===== src/rtl/tx_pack_pkg.sv =====
package tx_pack_pkg;
  typedef enum logic {
    ORDER_LOW_FIRST  = 1'b0,
    ORDER_HIGH_FIRST = 1'b1
  } byte_order_e;
endpackage


===== src/rtl/word_fifo.sv =====
module word_fifo #(
  parameter int DEPTH = 8,
  parameter int W     = 32,
  localparam int AW   = (DEPTH > 1) ? $clog2(DEPTH) : 1,
  localparam int CW   = $clog2(DEPTH + 1)
) (
  input  logic          clk,
  input  logic          rst_n,
  input  logic          push,
  input  logic [W-1:0]  wdata,
  input  logic          pop,
  output logic [W-1:0]  rdata,
  output logic [CW-1:0] count
);
  logic [W-1:0]  mem [DEPTH];
  logic [AW-1:0] wr_ptr, rd_ptr;

  function automatic logic [AW-1:0] bump(input logic [AW-1:0] p);
    return (p == AW'(DEPTH - 1)) ? '0 : p + 1'b1;
  endfunction

  always_ff @(posedge clk or negedge rst_n) begin
    if (!rst_n) begin
      wr_ptr <= '0;
      rd_ptr <= '0;
      count  <= '0;
    end else begin
      if (push) wr_ptr <= bump(wr_ptr);
      if (pop)  rd_ptr <= bump(rd_ptr);
      case ({push, pop})
        2'b10:   count <= count + 1'b1;
        2'b01:   count <= count - 1'b1;
        default: count <= count;
      endcase
    end
  end

  always_ff @(posedge clk) begin
    if (push) mem[wr_ptr] <= wdata;
  end

  assign rdata = mem[rd_ptr];

  a_r5_count_bound: assert property (@(posedge clk) disable iff (!rst_n)
    count <= CW'(DEPTH));
  a_r4_no_pop_empty: assert property (@(posedge clk) disable iff (!rst_n)
    pop |-> count != '0);
endmodule


===== src/rtl/byte_unpacker.sv =====
module byte_unpacker
  import tx_pack_pkg::*;
#(
  parameter int W      = 32,
  parameter int BYTE_W = 8,
  localparam int LANES = W / BYTE_W,
  localparam int IW    = (LANES > 1) ? $clog2(LANES) : 1
) (
  input  logic              clk,
  input  logic              rst_n,
  input  logic [W-1:0]      word,
  input  logic              word_valid,
  input  byte_order_e       order,
  input  logic              out_ready,
  output logic              out_valid,
  output logic [BYTE_W-1:0] out_data,
  output logic              word_done
);
  logic [BYTE_W-1:0] lane [LANES];
  logic [IW-1:0]     idx, sel;
  logic              take;

  for (genvar g = 0; g < LANES; g++) begin : g_lane
    assign lane[g] = word[g*BYTE_W +: BYTE_W];
  end

  assign out_valid = word_valid;
  assign take      = out_valid && out_ready;
  assign word_done = take && (idx == IW'(LANES - 1));
  assign sel       = (order == ORDER_HIGH_FIRST) ? IW'(LANES - 1) - idx : idx;
  assign out_data  = lane[sel];

  always_ff @(posedge clk or negedge rst_n) begin
    if (!rst_n)         idx <= '0;
    else if (word_done) idx <= '0;
    else if (take)      idx <= idx + 1'b1;
  end

  a_r4_hold_lane: assert property (@(posedge clk) disable iff (!rst_n)
    (out_valid && !out_ready) |=> $stable(idx));
endmodule


===== src/rtl/space_flags.sv =====
module space_flags #(
  parameter int DEPTH      = 8,
  parameter int HALF_WORDS = 4,
  localparam int CW        = $clog2(DEPTH + 1)
) (
  input  logic          clk,
  input  logic          rst_n,
  input  logic [CW-1:0] count,
  input  logic          ready_ie,
  input  logic          half_ie,
  input  logic          irq_en,
  input  logic          dma_mode,
  output logic          ready_flag,
  output logic          half_flag,
  output logic          irq,
  output logic          dma_req
);
  logic [CW-1:0] free_slots;

  assign free_slots = CW'(DEPTH) - count;
  assign ready_flag = free_slots >= CW'(1);
  assign half_flag  = free_slots >= CW'(HALF_WORDS);
  assign irq        = irq_en && !dma_mode &&
                      ((ready_flag && ready_ie) || (half_flag && half_ie));
  assign dma_req    = dma_mode && ready_flag;

  a_r8_dma_masks_irq: assert property (@(posedge clk) disable iff (!rst_n)
    dma_mode |-> !irq);
  a_r8_no_req_full: assert property (@(posedge clk) disable iff (!rst_n)
    (count == CW'(DEPTH)) |-> !dma_req);
  a_r6_half_implies_ready: assert property (@(posedge clk) disable iff (!rst_n)
    half_flag |-> ready_flag);
endmodule


===== src/rtl/endian_tx_fifo.sv =====
module endian_tx_fifo
  import tx_pack_pkg::*;
#(
  parameter int DEPTH      = 8,
  parameter int HALF_WORDS = 4,
  parameter int W          = 32,
  parameter int BYTE_W     = 8,
  localparam int CW        = $clog2(DEPTH + 1)
) (
  input  logic              clk,
  input  logic              rst_n,
  input  logic              wr_valid,
  input  logic [W-1:0]      wr_data,
  output logic              tx_valid,
  input  logic              tx_ready,
  output logic [BYTE_W-1:0] tx_data,
  input  logic              cfg_big_endian,
  input  logic              cfg_ready_ie,
  input  logic              cfg_half_ie,
  input  logic              cfg_irq_en,
  input  logic              cfg_dma_mode,
  input  logic              ovf_clr,
  output logic              st_ready,
  output logic              st_half,
  output logic              st_overflow,
  output logic              irq,
  output logic              dma_req
);
  logic [CW-1:0] count;
  logic [W-1:0]  head;
  logic          full, push, pop, ovf_hit;
  byte_order_e   order;

  assign full    = (count == CW'(DEPTH));
  assign push    = wr_valid && !full;
  assign ovf_hit = wr_valid && full;
  assign order   = cfg_big_endian ? ORDER_HIGH_FIRST : ORDER_LOW_FIRST;

  word_fifo #(.DEPTH(DEPTH), .W(W)) u_store (
    .clk(clk), .rst_n(rst_n), .push(push), .wdata(wr_data),
    .pop(pop), .rdata(head), .count(count)
  );

  byte_unpacker #(.W(W), .BYTE_W(BYTE_W)) u_unpack (
    .clk(clk), .rst_n(rst_n), .word(head), .word_valid(count != '0),
    .order(order), .out_ready(tx_ready), .out_valid(tx_valid),
    .out_data(tx_data), .word_done(pop)
  );

  space_flags #(.DEPTH(DEPTH), .HALF_WORDS(HALF_WORDS)) u_flags (
    .clk(clk), .rst_n(rst_n), .count(count),
    .ready_ie(cfg_ready_ie), .half_ie(cfg_half_ie), .irq_en(cfg_irq_en),
    .dma_mode(cfg_dma_mode), .ready_flag(st_ready), .half_flag(st_half),
    .irq(irq), .dma_req(dma_req)
  );

  always_ff @(posedge clk or negedge rst_n) begin
    if (!rst_n)       st_overflow <= 1'b0;
    else if (ovf_hit) st_overflow <= 1'b1;
    else if (ovf_clr) st_overflow <= 1'b0;
  end

  a_r9_sticky: assert property (@(posedge clk) disable iff (!rst_n)
    (st_overflow && !ovf_clr) |=> st_overflow);
  a_r9_drop_full: assert property (@(posedge clk) disable iff (!rst_n)
    (wr_valid && full && !pop) |=> $stable(count));
  a_r9_flag_set: assert property (@(posedge clk) disable iff (!rst_n)
    (wr_valid && full) |=> st_overflow);
  a_r4_hold_byte: assert property (@(posedge clk) disable iff (!rst_n)
    (tx_valid && !tx_ready && !wr_valid && $stable(cfg_big_endian)) |=> $stable(tx_data));
endmodule


===== config.mk =====
export PLATFORM = sky130hd
export DESIGN_NAME = endian_tx_fifo
export DESIGN_NICKNAME = d
export VERILOG_FILES = /design/src/rtl/tx_pack_pkg.sv /design/src/rtl/word_fifo.sv /design/src/rtl/byte_unpacker.sv /design/src/rtl/space_flags.sv /design/src/rtl/endian_tx_fifo.sv
export SDC_FILE = /design/constraint.sdc
export NUM_CORES = 1
export LEC_CHECK = 0
export ABC_AREA = 1
export BUFFER_PORTS_ARGS = -buffer_cell sky130_fd_sc_hd__buf_2
export CAP_MARGIN = 20
export CORE_ASPECT_RATIO = 1.25
export CORE_MARGIN = 2
export CORE_UTILIZATION = 60
export DETAILED_ROUTE_END_ITERATION = 6
export GPL_TIMING_DRIVEN = 0
export PLACE_DENSITY = 0.87
export SYNTH_ARGS = -nofsm -noshare
export SYNTH_HDL_FRONTEND = slang
export SYNTH_SLANG_ARGS = --single-unit

===== constraint.sdc =====
create_clock -name clk -period 5.75 [get_ports clk]
set_input_delay 0.2875 -clock clk [delete_from_list [all_inputs] [get_ports clk]]
set_output_delay 0.2875 -clock clk [all_outputs]
set_load 0.005 [all_outputs]

# Yosys cells after proc, flatten, opt, wreduce, memory -nomap -nowiden
# Memories as Yosys holds them, arrays and structs flattened.
# Index checks and enable logic that the tools add are counted.
[totals]
out_inout_bits = 14
word_cells = 53
memories = 1
inputBits = 42
ramBits = 256
regBits = 13
[op_classes]
eq_ne = 6
n_bitwise = 1
n_lt_le_gt_ge = 3
n_addsub = 7
reduce_logical = 16
muxes = 14
[memory_table]
columns = ["memory", "depth", "width", "read_ports", "rd_clocked_by_memory_dff", "write_ports", "line_no", "text"]
rows = [
  ["u_store.mem", 8, 32, 1, 0, 1, "word_fifo.sv:15", "logic [W-1:0] mem [DEPTH];"],
]
[op_table]
columns = ["op", "count"]
rows = [
  ["8-bit binary-select mux with 2-bit select", 1],
  ["8-bit 2-to-1 mux", 2],
  ["1-bit logical AND", 9],
  ["4-bit case mux with 2 select lines", 1],
  ["3-bit by 1-bit adder with 3-bit output, second input constant", 2],
  ["3-bit equality test, second input constant", 2],
  ["2-bit 2-to-1 mux", 3],
  ["3-bit 2-to-1 mux", 2],
  ["2-bit nonzero test", 3],
  ["1-bit 2-to-1 mux", 5],
  ["4-bit by 1-bit adder with 4-bit output, second input constant", 1],
  ["2-bit equality test, second input constant", 2],
  ["4-bit equality test, second input constant", 1],
  ["4-bit by 1-bit greater-or-equal comparator with 1-bit output, second input constant", 1],
  ["4-bit by 3-bit greater-or-equal comparator with 1-bit output, second input constant", 1],
  ["4-bit nonzero test", 1],
  ["4-bit by 1-bit subtractor with 4-bit output, second input constant", 1],
  ["4-bit subtractor, first input constant", 1],
  ["3-bit greater-or-equal comparator, second input constant", 1],
  ["2-bit inverter with 3-bit output", 1],
  ["2-bit by 1-bit adder with 2-bit output, second input constant", 1],
  ["2-bit by 1-bit equality test with 1-bit output, second input constant", 1],
  ["1-bit logical NOT", 2],
  ["2-bit subtractor, first input constant", 1],
  ["1-bit logical OR", 1],
]

# Logic depth before layout (Yosys ltp)
[depth]
ltp_word = 6
ltp_mapped = 12
mapped_depth_nobuf = 12

# Cells and area by module
# From an unflattened synthesis, not the netlist that was laid out.
[hier_totals]
cells_unflattened = 936
hier_area_um2 = 11235.8
[by_module_without_submodules]
columns = ["module", "area_per_inst_um2", "cells_per_inst", "n_inst", "seq_area_each_um2"]
rows = [
  ["word_fifo", 10487.6, 800, 1, 7937.6],
  ["byte_unpacker", 565.5, 104, 1, 50.0],
  ["space_flags", 110.1, 21, 1, 0.0],
  ["endian_tx_fifo", 72.6, 11, 1, 25.0],
]

# Worst setup path before layout
# OpenSTA, ideal clock, no wires.
[synth_path]
path_kind = "register to register"
from = "register u_store.count[0]"
to = "memory u_store.mem[0][0] (enable)"
required_time_ns = 5.329
t_arrival_ns = 2.314
setup_slack_ns = 3.015
setup_ns = 0.421
stages_incl_launch_ff = 9
path_buffers = 0
synth_period_minus_slack_ns = 2.735
path_cell_list = "dfrtp_1 nor2_1 nand2_1 nor2_2 inv_2 nand2_2 inv_1 nand2_1 nor2_1"
[synth_via]
elab_chain_cells = 5
[synth_rtl]
columns = ["item", "line_no", "text"]
rows = [
  ["start: declaration", "word_fifo.sv:13", "output logic [CW-1:0] count"],
  ["start signal: assignment", "word_fifo.sv:31", "2'b10: count <= count + 1'b1;"],
  ["start signal: assignment", "word_fifo.sv:32", "2'b01: count <= count - 1'b1;"],
  ["start signal: assignment", "word_fifo.sv:33", "default: count <= count;"],
  ["4-bit equality test", "endian_tx_fifo.sv:34", "assign full = (count == CW'(DEPTH));"],
  ["1-bit logical NOT", "endian_tx_fifo.sv:35", "assign push = wr_valid && !full;"],
  ["1-bit logical AND", "endian_tx_fifo.sv:35", ""],
  ["1-bit 2-to-1 mux", "word_fifo.sv:39", "if (push) mem[wr_ptr] <= wdata;"],
  ["1-bit 2-to-1 mux (implied by the code)", "word_fifo.sv:39", ""],
  ["end: declaration", "word_fifo.sv:15", ""],
]
# No other way between the ends.

# Final worst setup path
[layout_path]
from = "register u_store.rd_ptr[2]"
to = "output port tx_data[4]"
[layout_via]
elab_chain_cells = 4
[layout_rtl]
columns = ["item", "line_no", "text"]
rows = [
  ["start: declaration", "word_fifo.sv:16", "logic [AW-1:0] wr_ptr, rd_ptr;"],
  ["start signal: assignment", "word_fifo.sv:29", "if (pop) rd_ptr <= bump(rd_ptr);"],
  ["memory read 8 x 32 bit", "-", ""],
  ["8-bit binary-select mux with 2-bit select", "byte_unpacker.sv:31", "assign out_data = lane[sel];"],
  ["8-bit 2-to-1 mux (implied by the code) (2 in a row)", "byte_unpacker.sv:31", ""],
  ["end: declaration", "endian_tx_fifo.sv:16", "output logic [BYTE_W-1:0] tx_data,"],
]
# No other way between the ends. The select of a mux whose other input is x is not followed.

==> run summary <==
GRT Resource Usage Total -> 0.288
Fin crit share -> 0.521
Global route hottest layer -> met2
PwrDens -> 544 nW/um2
Avg Synthesized Cell Area -> 11.5 um2
Largest net degree at the start of global routing -> 27
Post-DP HPWL -> 17.6 mm
Total core area -> 18200 um2
Startpoint Class -> flop
Overflow after GRT -> 0
Minimum clock period -> 3.00 ns
Fin. Hold Viols -> 0
Clock tree root buffer cell -> clkbuf_16
H-Tree Depth -> 1
Synth cell types -> 23
Synth Area in Compound Gates -> 0.00596
Met3 GRT Util -> 0.0612
Fraction of layout cells with a size suffix above 1 -> 0.147
DIE HEIGHT -> 156 um
Initial antenna violation count -> 1
FF+latch count, synth -> 269
Die area -> 19700 um2
Int Pwr -> 4.30 mW
Resize count post-CTS -> 0
Drt pass-1 iters -> 7
Multiplexer share of the synthesized area -> 0.00101
DR vias -> 8183
Post-synth top area cell -> edfxtp_1
Post-layout nets -> 1108
Top cells by area, synth -> edfxtp_1 (69%), nand2_1 (13%), nand3_1 (8.9%)
RSZ-0062 raised after global routing -> no
Synth Area in Simple Gates -> 0.226
Final setup vio count -> 0
Gate power share -> 0.379
Vias in the first global route -> 8155
Fillers -> 1139
Switching part of the total -> 0.384
Slew HR -> 0.415
Area Overhead vs Synth -> 15.3%
Worst Path Arrival -> 2.71 ns
Worst-margin pin slew -> 0.871 ns
Worst Setup Path Type -> flop to primary output
Global routing usage on met1 -> 0.352
Final setup TNS -> 0 ns
# rows -> 55
First-pass GRT wire length -> 43.1 mm
Post-synth top cells -> nand2_1 (383), edfxtp_1 (256), nand3_1 (198)
IO Pins -> 56
Clock power frac -> 0.253
Via/cell ratio -> 6.28
Worst-path clk slew -> 0.06 ns
GR Util met2 -> 0.483
Yosys Warn Count -> 0
Gp weighted congestion -> 0.874
Main combinational cell family by area after synthesis -> simple AND/OR/NAND/NOR gates
Worst-Skew Late Latency -> 0.52 ns
Post-synth EDFFs -> 256
Leak Pwr -> 5.00 nW
Number of max-cap violations -> 0
Achievable Freq -> 334 MHz
Maximum root-to-sink buffer count -> 3
IO Port Bufs -> 55
CP Capture Type -> primary output
Top_reg_cell synth -> edfxtp_1
DRT iter0 DRCs -> 1262
Sequential area share after synthesis -> 0.720
Inserted Clock Buffers -> 24
Reg power frac -> 0.367
# clock sinks -> 269
Total Power -> 6.98 mW
Post-synthesis adder-cell area fraction -> 0.00900
WP data required -> 5.46 ns
Starting Density -> 0.612
Worst vdd ir -> 301 uV
Drc violations -> 0
Count leader, synth -> nand2_1
Hold Path Class -> input port to flop
Post-Syn Area -> 11100 um2
Status -> complete, no violations
Clock Skews -> 0.00626 ns
Synth top area share -> 0.691
Post-synthesis cell count -> 967
CTS tree -> yes
Final wirelength -> 28.6 mm
Max-slew violations -> 0
Post-synthesis xor/xnor area fraction -> 0.00540
Final ANT Viol Nets -> 0
Crit path max fanout -> 10
Die W -> 126 um
Mapped Nets -> 1017
Sw power -> 2.68 mW
Routed WL per cell -> 21.9 um
Share of flip-flops with an asynchronous set or reset -> 0.0483
[layer usage]
layer  part of all wire  vias up
met2               0.48      718
met1               0.35     3793
met5                  0        -
met4              0.050        0
met3               0.12      136
li1                   -     3536
[through the flow]
step                      area (um2)  utilization  std cells  worst slack, ns  hold WS, ns
after floorplan                11100            -        967             3.02     -0.00809
after detailed placement       11900        0.657       1258             3.37        0.195
after global routing           12800        0.706       1303             2.65       0.0250
after CTS                      12800        0.706       1303             2.91     0.000486
after global placement         11700        0.643       1250             1.78        0.195
final                          12800        0.706       1304             2.75      0.00284
[cells by family (layout without fill, tap and decap cells)]
family	count (synthesis)	after routing
AO/OA/AOI/OAI	13	13
AND/OR/NAND/NOR	599	599
buffers and inverters	71	179
XOR/XNOR	6	6
other	0	1
flip-flops	269	269
adder cells (fa/ha/maj)	8	8
multiplexers	1	1
[power groups by stage]
| stage | combinational [mW] | sequential [mW] | clock (mW) |
|---|---|---|---|
| CTS | 2.55 | 2.56 | 1.75 |
| detailed placement | 2.50 | 2.60 | 0 |
| finish | 2.65 | 2.56 | 1.77 |
| global route | 2.84 | 2.58 | 1.82 |
| global placement | 2.32 | 2.61 | 0 |
| floorplan | 1.56 | 2.58 | 0 |
[worst paths after layout]
kind	startpoint	end	slack [ns]	cells after the start
setup / recovery	u_store.rd_ptr[2]	tx_data[4]	2.75	9
hold / removal	wr_valid	st_overflow	0.003	3
setup reg to reg	u_store.count[1]	u_store.count[2]	3.32	10
hold reg to reg	u_store.count[3]	u_store.count[3]	0.52	2
max in group asynchronous	rst_n	u_store.rd_ptr[0]	5.30	2
min in group asynchronous	rst_n	u_store.count[1]	0.20	2
[cells in the final DEF, fill, tap and decap left out, types with 2 or more instances in the layout]
master,n
a21oi_1,5
buf_12,3
buf_16,5
buf_2,84
buf_4,15
bufinv_16,6
clkbuf_1,8
clkbuf_16,25
clkinv_1,6
clkinv_2,3
dfrtp_1,13
dlygate4sd3_1,2
edfxtp_1,256
ha_1,8
inv_1,18
inv_2,2
nand2_1,383
nand3_1,198
nand4_1,3
nor2_1,3
nor2_2,2
nor2_4,8
o21ai_0,6
xnor2_1,2
xor2_1,3
[critical path: stages, from the launching register on]
cell      delay (ns)
dfrtp_1         0.34
clkbuf_1        0.32
clkbuf_1        0.65
nand3_1         0.20
nand2_1         0.17
nand2_1         0.07
nand2_1         0.12
nand2_1         0.06
nand2_1         0.13
buf_2           0.12
[cell type report]
| cell class | instances | area [um2] | share of cell area |
|---|---|---|---|
| diodes | 1 | 2.50 | 0.000195 |
| plain buffers | 51 | 284 | 0.0221 |
| clock buffers | 26 | 629 | 0.0491 |
| clock inverters | 17 | 234 | 0.0182 |
| inverters | 20 | 75.1 | 0.00585 |
| multi-input cells | 627 | 2810 | 0.219 |
| flip-flops and latches | 269 | 8010 | 0.625 |
| well taps | 228 | 285 | 0.0222 |
| repair buffers | 65 | 493 | 0.0384 |
[flip-flops by register name, indices dropped and copies added (netlist names)]
signal	cells
u_store.mem	256
u_store.count	4
u_store.rd_ptr	3
u_store.wr_ptr	3
u_unpack.idx	2
st_overflow	1
[repair_timing]
item / in CTS / in global routing
endpoints found under the hold margin: 14 / 0
setup buffers: 0 / 0
hold buffers: 2 / 0
Note: power is estimated with default switching activity, not from simulation.
